--- src/rtl/mbox_pkg.sv ---
package mbox_pkg;
  typedef enum logic {SIDE_L = 1'b0, SIDE_R = 1'b1} side_e;

  typedef struct packed {
    logic wr;    // array write this cycle
    logic rd;    // array read this cycle
    logic post;  // qualified write into the peer inbox
    logic take;  // qualified read of own inbox
  } port_ev_t;
endpackage

--- src/rtl/mbox_rst_sync.sv ---
module mbox_rst_sync (
  input  logic clk,
  input  logic rst_n,
  output logic rst_sync_n
);
  logic [1:0] stage_q;

  always_ff @(posedge clk or negedge rst_n) begin
    if (!rst_n) stage_q <= 2'b00;
    else        stage_q <= {stage_q[0], 1'b1};
  end

  assign rst_sync_n = stage_q[1];
endmodule

--- src/rtl/mbox_port_dec.sv ---
module mbox_port_dec #(
  parameter int            ADDR_W = 5,
  parameter mbox_pkg::side_e SIDE = mbox_pkg::SIDE_L
) (
  input  logic              sel_n,
  input  logic              wr_n,
  input  logic              oe_n,
  input  logic              busy_n,
  input  logic [ADDR_W-1:0] addr,
  output mbox_pkg::port_ev_t ev
);
  localparam int DEPTH = 1 << ADDR_W;
  localparam logic [ADDR_W-1:0] MB_L = ADDR_W'(DEPTH - 2);
  localparam logic [ADDR_W-1:0] MB_R = ADDR_W'(DEPTH - 1);

  logic [ADDR_W-1:0] own_mb;
  logic [ADDR_W-1:0] peer_mb;

  generate
    if (SIDE == mbox_pkg::SIDE_L) begin : g_left
      assign own_mb  = MB_L;
      assign peer_mb = MB_R;
    end else begin : g_right
      assign own_mb  = MB_R;
      assign peer_mb = MB_L;
    end
  endgenerate

  logic wr_act;
  logic oe_act;

  always_comb begin
    wr_act  = !sel_n && !wr_n;
    oe_act  = !sel_n && !oe_n;
    ev.wr   = wr_act;
    ev.rd   = oe_act && wr_n;
    ev.post = wr_act && busy_n && (addr == peer_mb);
    ev.take = oe_act && busy_n && (addr == own_mb);
  end
endmodule

--- src/rtl/mbox_flag.sv ---
module mbox_flag (
  input  logic clk,
  input  logic rst_n,
  input  logic set,
  input  logic clr,
  output logic irq_n
);
  logic pend_q;
  logic pend_d;

  always_comb begin
    pend_d = pend_q;
    if (clr) pend_d = 1'b0;
    if (set) pend_d = 1'b1;
  end

  always_ff @(posedge clk or negedge rst_n) begin
    if (!rst_n) pend_q <= 1'b0;
    else        pend_q <= pend_d;
  end

  assign irq_n = !pend_q;
endmodule

--- src/rtl/mbox_ram.sv ---
module mbox_ram #(
  parameter int ADDR_W = 5,
  parameter int DATA_W = 8
) (
  input  logic              clk,
  input  logic              rst_n,
  input  logic              l_we,
  input  logic              l_re,
  input  logic [ADDR_W-1:0] l_addr,
  input  logic [DATA_W-1:0] l_wdata,
  output logic [DATA_W-1:0] l_rdata,
  input  logic              r_we,
  input  logic              r_re,
  input  logic [ADDR_W-1:0] r_addr,
  input  logic [DATA_W-1:0] r_wdata,
  output logic [DATA_W-1:0] r_rdata
);
  localparam int DEPTH = 1 << ADDR_W;

  logic [DATA_W-1:0] mem [DEPTH];

  // Right first, left last: left data lands on a same-address collision.
  always_ff @(posedge clk) begin
    if (r_we) mem[r_addr] <= r_wdata;
    if (l_we) mem[l_addr] <= l_wdata;
  end

  always_ff @(posedge clk or negedge rst_n) begin
    if (!rst_n) begin
      l_rdata <= '0;
      r_rdata <= '0;
    end else begin
      if (l_re) l_rdata <= mem[l_addr];
      if (r_re) r_rdata <= mem[r_addr];
    end
  end
endmodule

--- src/rtl/mbox_irq_dpram.sv ---
module mbox_irq_dpram #(
  parameter int ADDR_W = 5,
  parameter int DATA_W = 8
) (
  input  logic              clk,
  input  logic              rst_n,
  input  logic              l_sel_n,
  input  logic              l_wr_n,
  input  logic              l_oe_n,
  input  logic              l_busy_n,
  input  logic [ADDR_W-1:0] l_addr,
  input  logic [DATA_W-1:0] l_wdata,
  output logic [DATA_W-1:0] l_rdata,
  output logic              l_irq_n,
  input  logic              r_sel_n,
  input  logic              r_wr_n,
  input  logic              r_oe_n,
  input  logic              r_busy_n,
  input  logic [ADDR_W-1:0] r_addr,
  input  logic [DATA_W-1:0] r_wdata,
  output logic [DATA_W-1:0] r_rdata,
  output logic              r_irq_n
);
  logic sys_rst_n;
  mbox_pkg::port_ev_t l_ev;
  mbox_pkg::port_ev_t r_ev;

  mbox_rst_sync u_rst (
    .clk        (clk),
    .rst_n      (rst_n),
    .rst_sync_n (sys_rst_n)
  );

  mbox_port_dec #(.ADDR_W(ADDR_W), .SIDE(mbox_pkg::SIDE_L)) u_dec_l (
    .sel_n (l_sel_n), .wr_n (l_wr_n), .oe_n (l_oe_n),
    .busy_n(l_busy_n), .addr (l_addr), .ev (l_ev)
  );

  mbox_port_dec #(.ADDR_W(ADDR_W), .SIDE(mbox_pkg::SIDE_R)) u_dec_r (
    .sel_n (r_sel_n), .wr_n (r_wr_n), .oe_n (r_oe_n),
    .busy_n(r_busy_n), .addr (r_addr), .ev (r_ev)
  );

  // Left flag: raised by the right side, lowered by the left side.
  mbox_flag u_flag_l (
    .clk   (clk),
    .rst_n (sys_rst_n),
    .set   (r_ev.post),
    .clr   (l_ev.take),
    .irq_n (l_irq_n)
  );

  mbox_flag u_flag_r (
    .clk   (clk),
    .rst_n (sys_rst_n),
    .set   (l_ev.post),
    .clr   (r_ev.take),
    .irq_n (r_irq_n)
  );

  mbox_ram #(.ADDR_W(ADDR_W), .DATA_W(DATA_W)) u_ram (
    .clk     (clk),
    .rst_n   (sys_rst_n),
    .l_we    (l_ev.wr),
    .l_re    (l_ev.rd),
    .l_addr  (l_addr),
    .l_wdata (l_wdata),
    .l_rdata (l_rdata),
    .r_we    (r_ev.wr),
    .r_re    (r_ev.rd),
    .r_addr  (r_addr),
    .r_wdata (r_wdata),
    .r_rdata (r_rdata)
  );
endmodule

--- config.mk ---
export PLATFORM = sky130hd
export DESIGN_NAME = mbox_irq_dpram
export DESIGN_NICKNAME = d
export VERILOG_FILES = /design/src/rtl/mbox_pkg.sv /design/src/rtl/mbox_rst_sync.sv /design/src/rtl/mbox_port_dec.sv /design/src/rtl/mbox_flag.sv /design/src/rtl/mbox_ram.sv /design/src/rtl/mbox_irq_dpram.sv
export SDC_FILE = /design/constraint.sdc
export NUM_CORES = 1
export LEC_CHECK = 0
export BUFFER_PORTS_ARGS = -buffer_cell sky130_fd_sc_hd__buf_2
export CORE_ASPECT_RATIO = 1.75
export CORE_MARGIN = 1
export CORE_UTILIZATION = 25
export CTS_CLUSTER_DIAMETER = 50
export DETAILED_ROUTE_END_ITERATION = 10
export PLACE_DENSITY = 0.46
export SLEW_MARGIN = 20
export SYNTH_ARGS = -nofsm -noshare
export SYNTH_HDL_FRONTEND = slang
export SYNTH_SLANG_ARGS = --single-unit
--- constraint.sdc ---
create_clock -name clk -period 1.42 [get_ports clk]
set_input_delay 0.071 -clock clk [delete_from_list [all_inputs] [get_ports clk]]
set_output_delay 0.071 -clock clk [all_outputs]
set_load 0.02 [all_outputs]
Word-level counts from Yosys, hierarchy flattened
Memories as Yosys holds them, arrays and structs flattened. A register that Yosys moved wholly into a read port is not among the register bits.
Cells that the tools add are included.
{ "word_totals": {"mem_bits_ro": 0, "ram_bits": 256, "inputBits": 36, "output_inout_bits": 18, "mem_count": 1, "ff_bits": 4, "latchBits": 0} }
{ "classes": {"n_shift": 0, "n_mux": 8, "n_addsub": 0, "reduce_logical": 26, "n_bitwise": 0, "magnitude_cmp": 0, "mul": 0, "div": 0, "eq_ne": 4} }
{ "memory_table": {"columns": ["name", "words", "word_bits", "read_ports", "rd_clocked_by_memory_dff", "wr", "line_no", "source"], "rows": [
  ["u_ram.mem", 32, 8, 2, 2, 2, "mbox_ram.sv:20", "logic [DATA_W-1:0] mem [DEPTH];"]
]} }
{ "op_table": {"columns": ["operator", "n"], "rows": [
  ["$eq A5 B5 Y1 const B", 4],
  ["$logic_and A1 B1 Y1", 14],
  ["$logic_not A1 Y1", 10],
  ["$mux W1", 8],
  ["$reduce_bool A2 Y1", 2]
]} }

Depth between registers and ports, before layout
Gate-level depths: netlist of the first run.
{ "logic_depth": {"depth_word": 6, "depth_mapped": 8, "mapped_depth_nobuf": 5} }

Modules after synthesis
Synthesis of the first run repeated with hierarchy kept, for this count alone.
{ "unflattened": {"hier_cells": 1117, "area_unflattened_um2": 16597.2} }
{ "modules_own_cells": {"columns": ["module", "n_inst", "area_each_um2", "cells_each"], "rows": [
  ["mbox_ram", 1, 16338.2, 1092],
  ["mbox_port_dec", 2, 62.6, 8],
  ["mbox_flag", 2, 40.0, 3],
  ["mbox_rst_sync", 1, 53.8, 3]
]} }

Worst setup path before layout of the first run
OpenSTA, ideal clock, no wires.
{ "synth_timing": {"kind": "input to register", "startpoint": "input r_addr[0]", "endpoint": "memory u_ram.mem[0][0] (enable)", "path_buffers": 3, "arrival_time_ps": 1786, "setup_time_ps": 384, "setup_slack_ps": -750, "t_required_ps": 1036, "cell_stages": 5, "path_cell_list": "buf_2 > buf_2 > or4_1 > clkbuf_1 > o21ai_0"} }
{ "synth_lines": {"columns": ["item", "line_no", "source"], "rows": [
  ["start, declared", "mbox_irq_dpram.sv:19", "input logic [ADDR_W-1:0] r_addr,"],
  ["end, declared", "mbox_ram.sv:20", null]
]} }

==> results of run 1 <==
==> synthesized netlist by cell type, drive strengths merged (6+ instances only) <==
| library cell | number | share of area, % |
|---|---|---|
| nand3 | 10 | 0.41 |
| and3 | 6 | 0.23 |
| a31oi | 12 | 0.46 |
| nor2b | 8 | 0.30 |
| mux2i | 76 | 4.6 |
| nor4 | 8 | 0.40 |
| nor2 | 55 | 1.8 |
| a22oi | 17 | 0.78 |
| nor3 | 7 | 0.28 |
| mux2 | 259 | 18 |
| a22o | 8 | 0.43 |
| o21ai | 34 | 1.0 |
| dfrtp | 20 | 3.0 |
| mux4 | 90 | 12 |
| edfxtp | 256 | 47 |
| nand2 | 41 | 1.2 |
| and2 | 8 | 0.30 |
| clkbuf | 54 | 1.2 |
| buf | 46 | 2.2 |
| a21oi | 9 | 0.27 |
| o22ai | 35 | 1.3 |
==> sequential cells by signal, summed over array words and instances, names as in the netlist <==
name,count
u_ram.mem,256
u_ram.r_rdata,8
u_flag_l.pend_q,1
u_rst.stage_q,2
u_flag_r.pend_q,1
u_ram.l_rdata,8
==> power breakdown <==
part | internal [mW] | total [mW] | switching, mW
sequential | 9.10 | 9.28 | 0.182
combinational | 1.59 | 3.45 | 1.85
clock | 4.03 | 7.57 | 3.53
==> area by class of cell <==
class	instances	area (µm²)	area share [%]
multi-input cells	734	8540	37.8
inverters	2	7.51	0.0333
well taps	819	1020	4.54
repair buffers	411	3920	17.4
clock buffers	32	716	3.17
flip-flops and latches	276	8190	36.3
clock inverters	19	181	0.804
==> worst register-to-register path, cell delays in order (launching register included) <==
cell,delay [ps]
edfxtp_1,460
mux4_2,530
a22oi_2,150
nand3_1,110
nor4_2,210
buf_4,180
a21oi_2,50
==> stage by stage <==
stage | hold WS, ps | worst slack, ps | util (%)
floorplan | -225 | -299 | -
global placement | -142 | -816 | 32.7
detailed placement | -141 | -810 | 32.7
CTS | 12.7 | -391 | 34.5
global route | 67.6 | -416 | 34.6
finish | 40.2 | -394 | 34.6
==> timing repair <==
| action | 4_1_cts | 5_1_grt |
|---|---|---|
| setup buffers | 0 | 2 |
| resized for setup | 43 | 16 |
| cloned | 0 | 0 |
| endpoints found under the setup margin | 16 | 20 |
| endpoints found under the hold margin | 23 | 0 |
| hold buffers | 8 | 0 |
| pin swaps | 18 | 11 |
==> worst min path at each step <==
stage	startpoint	end	slack, ps	cells after the start
finish	r_oe_n	u_flag_r.pend_q$_DFFE_PN0P_	40	6
global route	l_wdata[7]	u_ram.mem[28][7]$_DFFE_PP_	70	2
CTS	r_addr[4]	u_ram.r_rdata[0]$_DFFE_PN0P_	10	4
detailed placement	rst_n	u_rst.stage_q[0]$_DFF_PN0_	-140	1
global placement	rst_n	u_rst.stage_q[0]$_DFF_PN0_	-140	1
floorplan	rst_n	u_rst.stage_q[0]$_DFF_PN0_	-220	0
==> routing by layer <==
layer	vias up	track usage, %	share of wire, %
li1	5165	-	-
met3	147	1.86	3.2
met5	-	0	0
met1	6337	22.9	35
met2	387	41.0	54
met4	0	13.4	7.1
==> cell families after synthesis <==
group                  count (synthesis)
multiplexers                         425
AND/OR/NAND/NOR                      177
other                                  1
buffers and inverters                102
flip-flops                           276
AO/OA/AOI/OAI                        131
==> flow_summary_export.csv, run 1 <==
group,metric,value,unit
critical_path,cp-start-kind,"register",
sta,fin_tns_setup,-4080,ps
critical_path,critical_path.endpoint,"u_ram.r_rdata[7]$_DFFE_PN0P_",
floorplanning,num_io_pins,54,
yosys,synthAdderAreaFrac,0,%
finish,num-nets-final,1489,
power_and_ir_drop,total_power,20.3,mW
floorplanning,dieArea,66700,µm²
finish,final_area,22600,µm²
run_status,status,"complete, but fails checks",
global_route,antenna_found_initial,0,
critical_path,reg2reg_to,"u_ram.r_rdata[7]$_DFFE_PN0P_",
global_route,grtUsageTotal,21.6,%
yosys,synth_mux_area_share,34.7,%
routing,routed_wl,72.0,mm
clock_network,cts_tree,"yes",
routing,routed_via_density,5.25,
floorplanning,rows,124,
sta,tightestPinTransition,553,ps
flow_run,maxCapViolations,0,
yosys,synth-simple-area-share,6.62,%
placement,numPortBuffers,53,
sta,finalSetupViolCount,16,
yosys,synth-xor-area-share,0,%
routing,initialDrtViolationCount,845,
global_route,grt_max_degree,33,
sta,fmax,0.551,GHz
clock_network,insertion_delay,610,ps
sta,fin_ws,-394,ps
yosys,ys_seq_area_share,49.9,%
routing,wl_per_cell,31.4,µm
sta,finClkSkew,34.9,ps
critical_path,critPathTopFamily,"multiplexers",
finish,final_cell_mix,"buf_4, edfxtp_1, mux2_2",
power_and_ir_drop,peakVddDrop,0.876,mV
critical_path,r2r-start,"u_ram.mem[6][7]$_DFFE_PP_",
sta,rsz0062_at_grt,"true",
critical_path,criticalPathCategory,"reg -> reg",
critical_path,endpoint_kind,"register",
global_route,grt_pass1_wl,100,mm
critical_path,crit_fanout,2,
critical_path,cp.arrival,2300,ps
finish,final_common_cell,"buf_4",
run_status,violations,"setup timing",
sta,maxSlewViolCount,0,
clock_network,cts_root_buf,"clkbuf_16",
yosys,avgSynthCellArea,14.8,µm²
clock_network,path_clk_slew,70,ps
yosys,ys_async_sr_fraction,7.25,%
floorplanning,start_util,25.2,%
finish,syn2layout_area_growth,37.5,%
sta,slew_headroom,63.1,%
routing,postRouteAntennaNets,0,
floorplanning,die_x,196,µm
power_and_ir_drop,p_leak,8.24,nW
clock_network,cts_buffers,28,
critical_path,max_stage_delay,530,ps
yosys,synth_compound_area_share,5.25,%
routing,drcViolationCount,0,
yosys,synth_top_family_by_area,"multiplexers",
global_route,grt_overflow,0,
yosys,synth-edff-count,256,
yosys,synthesis.nets,1148,
global_route,grt_pass1_vias,12600,
finish,final_cell_count_no_fill,2293,
sta,finalCritPeriodShare,128,%
sta,hold_violations,0,
routing,num_vias,12000,
yosys,synth_ff_type,"edfxtp_1",
yosys,syn_inst,1112,
floorplanning,coreArea,65200,µm²
critical_path,cp.required,1900,ps
critical_path,slowest_stage,"mux4_2",
yosys,synth_area,16400,µm²
critical_path,path_buf_inv,1,
yosys,synth_cell_type_count,60,
finish,antenna_cells,0,
power_and_ir_drop,cellPowerDensity,899,nW/µm²
sta,post-route-min-period,1810,ps
critical_path,reg2reg_slack,-390,ps
placement,place_area,21300,µm²
yosys,ys_warn_count,0,
clock_network,cts.sinks,276,
clock_network,clock_path_buffers,3,
critical_path,cp_num_cells,6,
placement,gp_congestion,0.893,
yosys,yosys_register_bits,276,
floorplanning,die_y,341,µm
critical_path,crit_start,"u_ram.mem[6][7]$_DFFE_PP_",
placement,hpwl,55.2,mm
placement,dp.cells,2232,
critical_path,crit_chain,"mux4_2 > a22oi_2 > nand3_1 > nor4_2 > buf_4 > a21oi_2",
critical_path,worstRegToRegCells,6,
hold_path,hold_class,"in -> reg",
finish,drive_above_1_share,62.5,%
clock_network,h-tree-depth,1,
routing,firstDrtPassIters,8,
finish,fillers,6362,
(Power assumes the default switching activity.)
==> run 2, diff against run 1 <==
Settings changed: REMOVE_ABC_BUFFERS set to 1.
==> run 2 against run 1 <==
  * The flow still finishes with violations (setup timing)
  * Sequential share of layout area is 1.4 points higher
  * Critical path type unchanged
  * Via count is 0.35% higher
  * Total power is 2.2% higher
  * Non-clock buffer count is 7 lower
  * Final cell count hardly changed
  * Sequential cell count stayed put
==> flow_summary_export.csv, run 2 (same netlist as run 1, synthesis figures left out) <==
group,metric,value,unit
run_status,status,"complete, but fails checks",
run_status,violations,"setup timing",
clock_network,path_clk_slew,70,ps
finish,final_cell_mix,"buf_4, edfxtp_1, mux2_2",
critical_path,cp.required,1890,ps
critical_path,r2r-start,"u_ram.mem[17][7]$_DFFE_PP_",
power_and_ir_drop,p_leak,7.84,nW
hold_path,hold_start,"r_addr[4]",
finish,max_flop_register,"u_ram.mem",
power_and_ir_drop,peakVddDrop,1.04,mV
global_route,antenna_found_initial,1,
power_and_ir_drop,p_comb_share,15.5,%
placement,dp.cells,2220,
sta,finalCritPeriodShare,128,%
finish,syn2layout_area_growth,32.5,%
global_route,grt_pass1_vias,12800,
finish,multi_input_area,7980,µm²
sta,finClkSkew,31.1,ps
critical_path,cp.arrival,2290,ps
placement,pre_cts_ws,-893,ps
hold_path,hold_class,"in -> reg",
floorplanning,dieArea,66700,µm²
routing,routed_via_density,5.27,
sta,fin_ws,-398,ps
power_and_ir_drop,clkPwrFrac,39.5,%
finish,largestRegisters,"u_ram.mem: 256 flops, u_ram.l_rdata: 8 flops, u_ram.r_rdata: 8 flops",
routing,initialDrtViolationCount,897,
global_route,global_route.usage.met2,42.9,%
sta,tightestPinTransition,995,ps
critical_path,crit_fanout,2,
power_and_ir_drop,internal-power,14.9,mW
placement,place_area,20300,µm²
global_route,use_met1,21.5,%
finish,final_area,21800,µm²
finish,num-nets-final,1484,
global_route,use_met3,1.72,%
clock_network,cts_root_buf,"clkbuf_16",
clock_network,cts_tree,"yes",
finish,seqCellArea,8190,µm²
routing,num_vias,12100,
power_and_ir_drop,total_power,20.7,mW
clock_network,cts.sinks,276,
routing,routed_wl,73.5,mm
floorplanning,coreArea,65200,µm²
routing,postRouteAntennaNets,0,
placement,numPortBuffers,53,
clock_network,clock_path_buffers,3,
global_route,grt-busiest-layer,"met2",
finish,fillers,6450,
sta,rsz0062_at_grt,"true",
routing,firstDrtPassIters,5,
power_and_ir_drop,seqPwrFrac,45.0,%
sta,hold_violations,0,
clock_network,h-tree-depth,1,
routing,drcViolationCount,0,
global_route,grtUsageTotal,22.0,%
floorplanning,die_y,341,µm
critical_path,crit_start,"u_ram.mem[17][7]$_DFFE_PP_",
sta,maxSlewViolCount,0,
flow_run,maxCapViolations,0,
floorplanning,num_io_pins,54,
critical_path,cp-start-kind,"register",
sta,finalSetupViolCount,16,
power_and_ir_drop,swShare,28.3,%
routing,wl_per_cell,32.1,µm
critical_path,endpoint_kind,"register",
global_route,grt_overflow,0,
power_and_ir_drop,power.switching,5.87,mW
clock_network,insertion_delay,610,ps
placement,hpwl,55.5,mm
finish,final_common_cell,"buf_4",
finish,largest_register_ffs,256,
floorplanning,die_x,196,µm
sta,post-route-min-period,1820,ps
placement,gp_congestion,0.960,
finish,drive_above_1_share,60.0,%
floorplanning,start_util,25.2,%
finish,final_cell_count_no_fill,2292,
sta,slew_headroom,33.7,%
clock_network,cts_buffers,30,
global_route,grt_pass1_wl,102,mm
floorplanning,rows,124,
sta,fmax,0.550,GHz
global_route,grt_max_degree,33,
critical_path,criticalPathCategory,"reg -> reg",
power_and_ir_drop,cellPowerDensity,953,nW/µm²
==> run 2: cell types whose count changed in the layout (fill, tap and decap cells not counted), sizes merged <==
cell / previous run / this run
buf: 403 / 397
bufinv: 2 / 1
clkbuf: 32 / 35
clkinv: 11 / 10
clkinvlp: 2 / 3
diode: 0 / 2
dlygate4sd3: 8 / 7
inv: 6 / 8
==> run 2: power by group through the flow <==
stage	Clock, mW	Sequential (mW)	Combinational [mW]
final	8.19	9.33	3.22
after global routing	8.54	9.33	3.35
after CTS	8.34	9.32	3.21
after detailed placement	0	9.50	3.12
after global placement	0	9.50	3.11
after floorplan	0	9.47	1.11
==> run 2: repair_timing <==
action,in CTS,in global routing
setup endpoints to repair,22,52
gates resized for setup,48,20
hold endpoints to repair,5,0
pin swaps,23,14
setup buffers,10,5
hold buffers,7,0
==> run 2: layout make-up <==
| cell class | count | share of cell area (%) |
|---|---|---|
| clock buffers | 35 | 3.68 |
| well taps | 819 | 4.71 |
| multi-input cells | 734 | 36.7 |
| clock inverters | 20 | 0.908 |
| repair buffers | 404 | 16.4 |
| flip-flops and latches | 276 | 37.6 |
| inverters | 2 | 0.0345 |
| diodes | 2 | 0.0230 |
==> run 2: final timing paths <==
path	end	slack, ps	depth (start not counted)
min in group asynchronous	u_ram.r_rdata[3]$_DFFE_PN0P_	240	1
max in group asynchronous	u_ram.l_rdata[2]$_DFFE_PN0P_	890	1
worst max register to register	u_ram.r_rdata[7]$_DFFE_PN0P_	-400	6
worst max-delay path	u_ram.r_rdata[7]$_DFFE_PN0P_	-400	6
worst min register to register	u_ram.r_rdata[3]$_DFFE_PN0P_	240	1
worst min-delay path	u_ram.r_rdata[0]$_DFFE_PN0P_	10	4
==> run 2: critical path, stage by stage, from the launching register on <==
cell,delay [ps]
edfxtp_1,420
mux4_2,540
a22oi_2,200
nand3_1,120
nor4_2,170
buf_4,180
a21oi_2,50
==> run 2: per-stage QoR <==
step	setup TNS (ps)	utilization, %	hold WS, ps
5_1_grt	-5020	33.4	47.5
6_report	-4420	33.4	12.1
3_3_place_gp	-218370	31.2	-142
2_1_floorplan	-35600	-	-225
4_1_cts	-4360	33.3	6.58
3_5_place_dp	-222400	31.2	-142
==> run 2: metal layers <==
| layer | wire length, µm | up-vias |
|---|---|---|
| li1 | - | 5165 |
| met1 | 24200 | 6282 |
| met2 | 40900 | 448 |
| met3 | 2510 | 183 |
| met4 | 6000 | 0 |
| met5 | 0 | - |
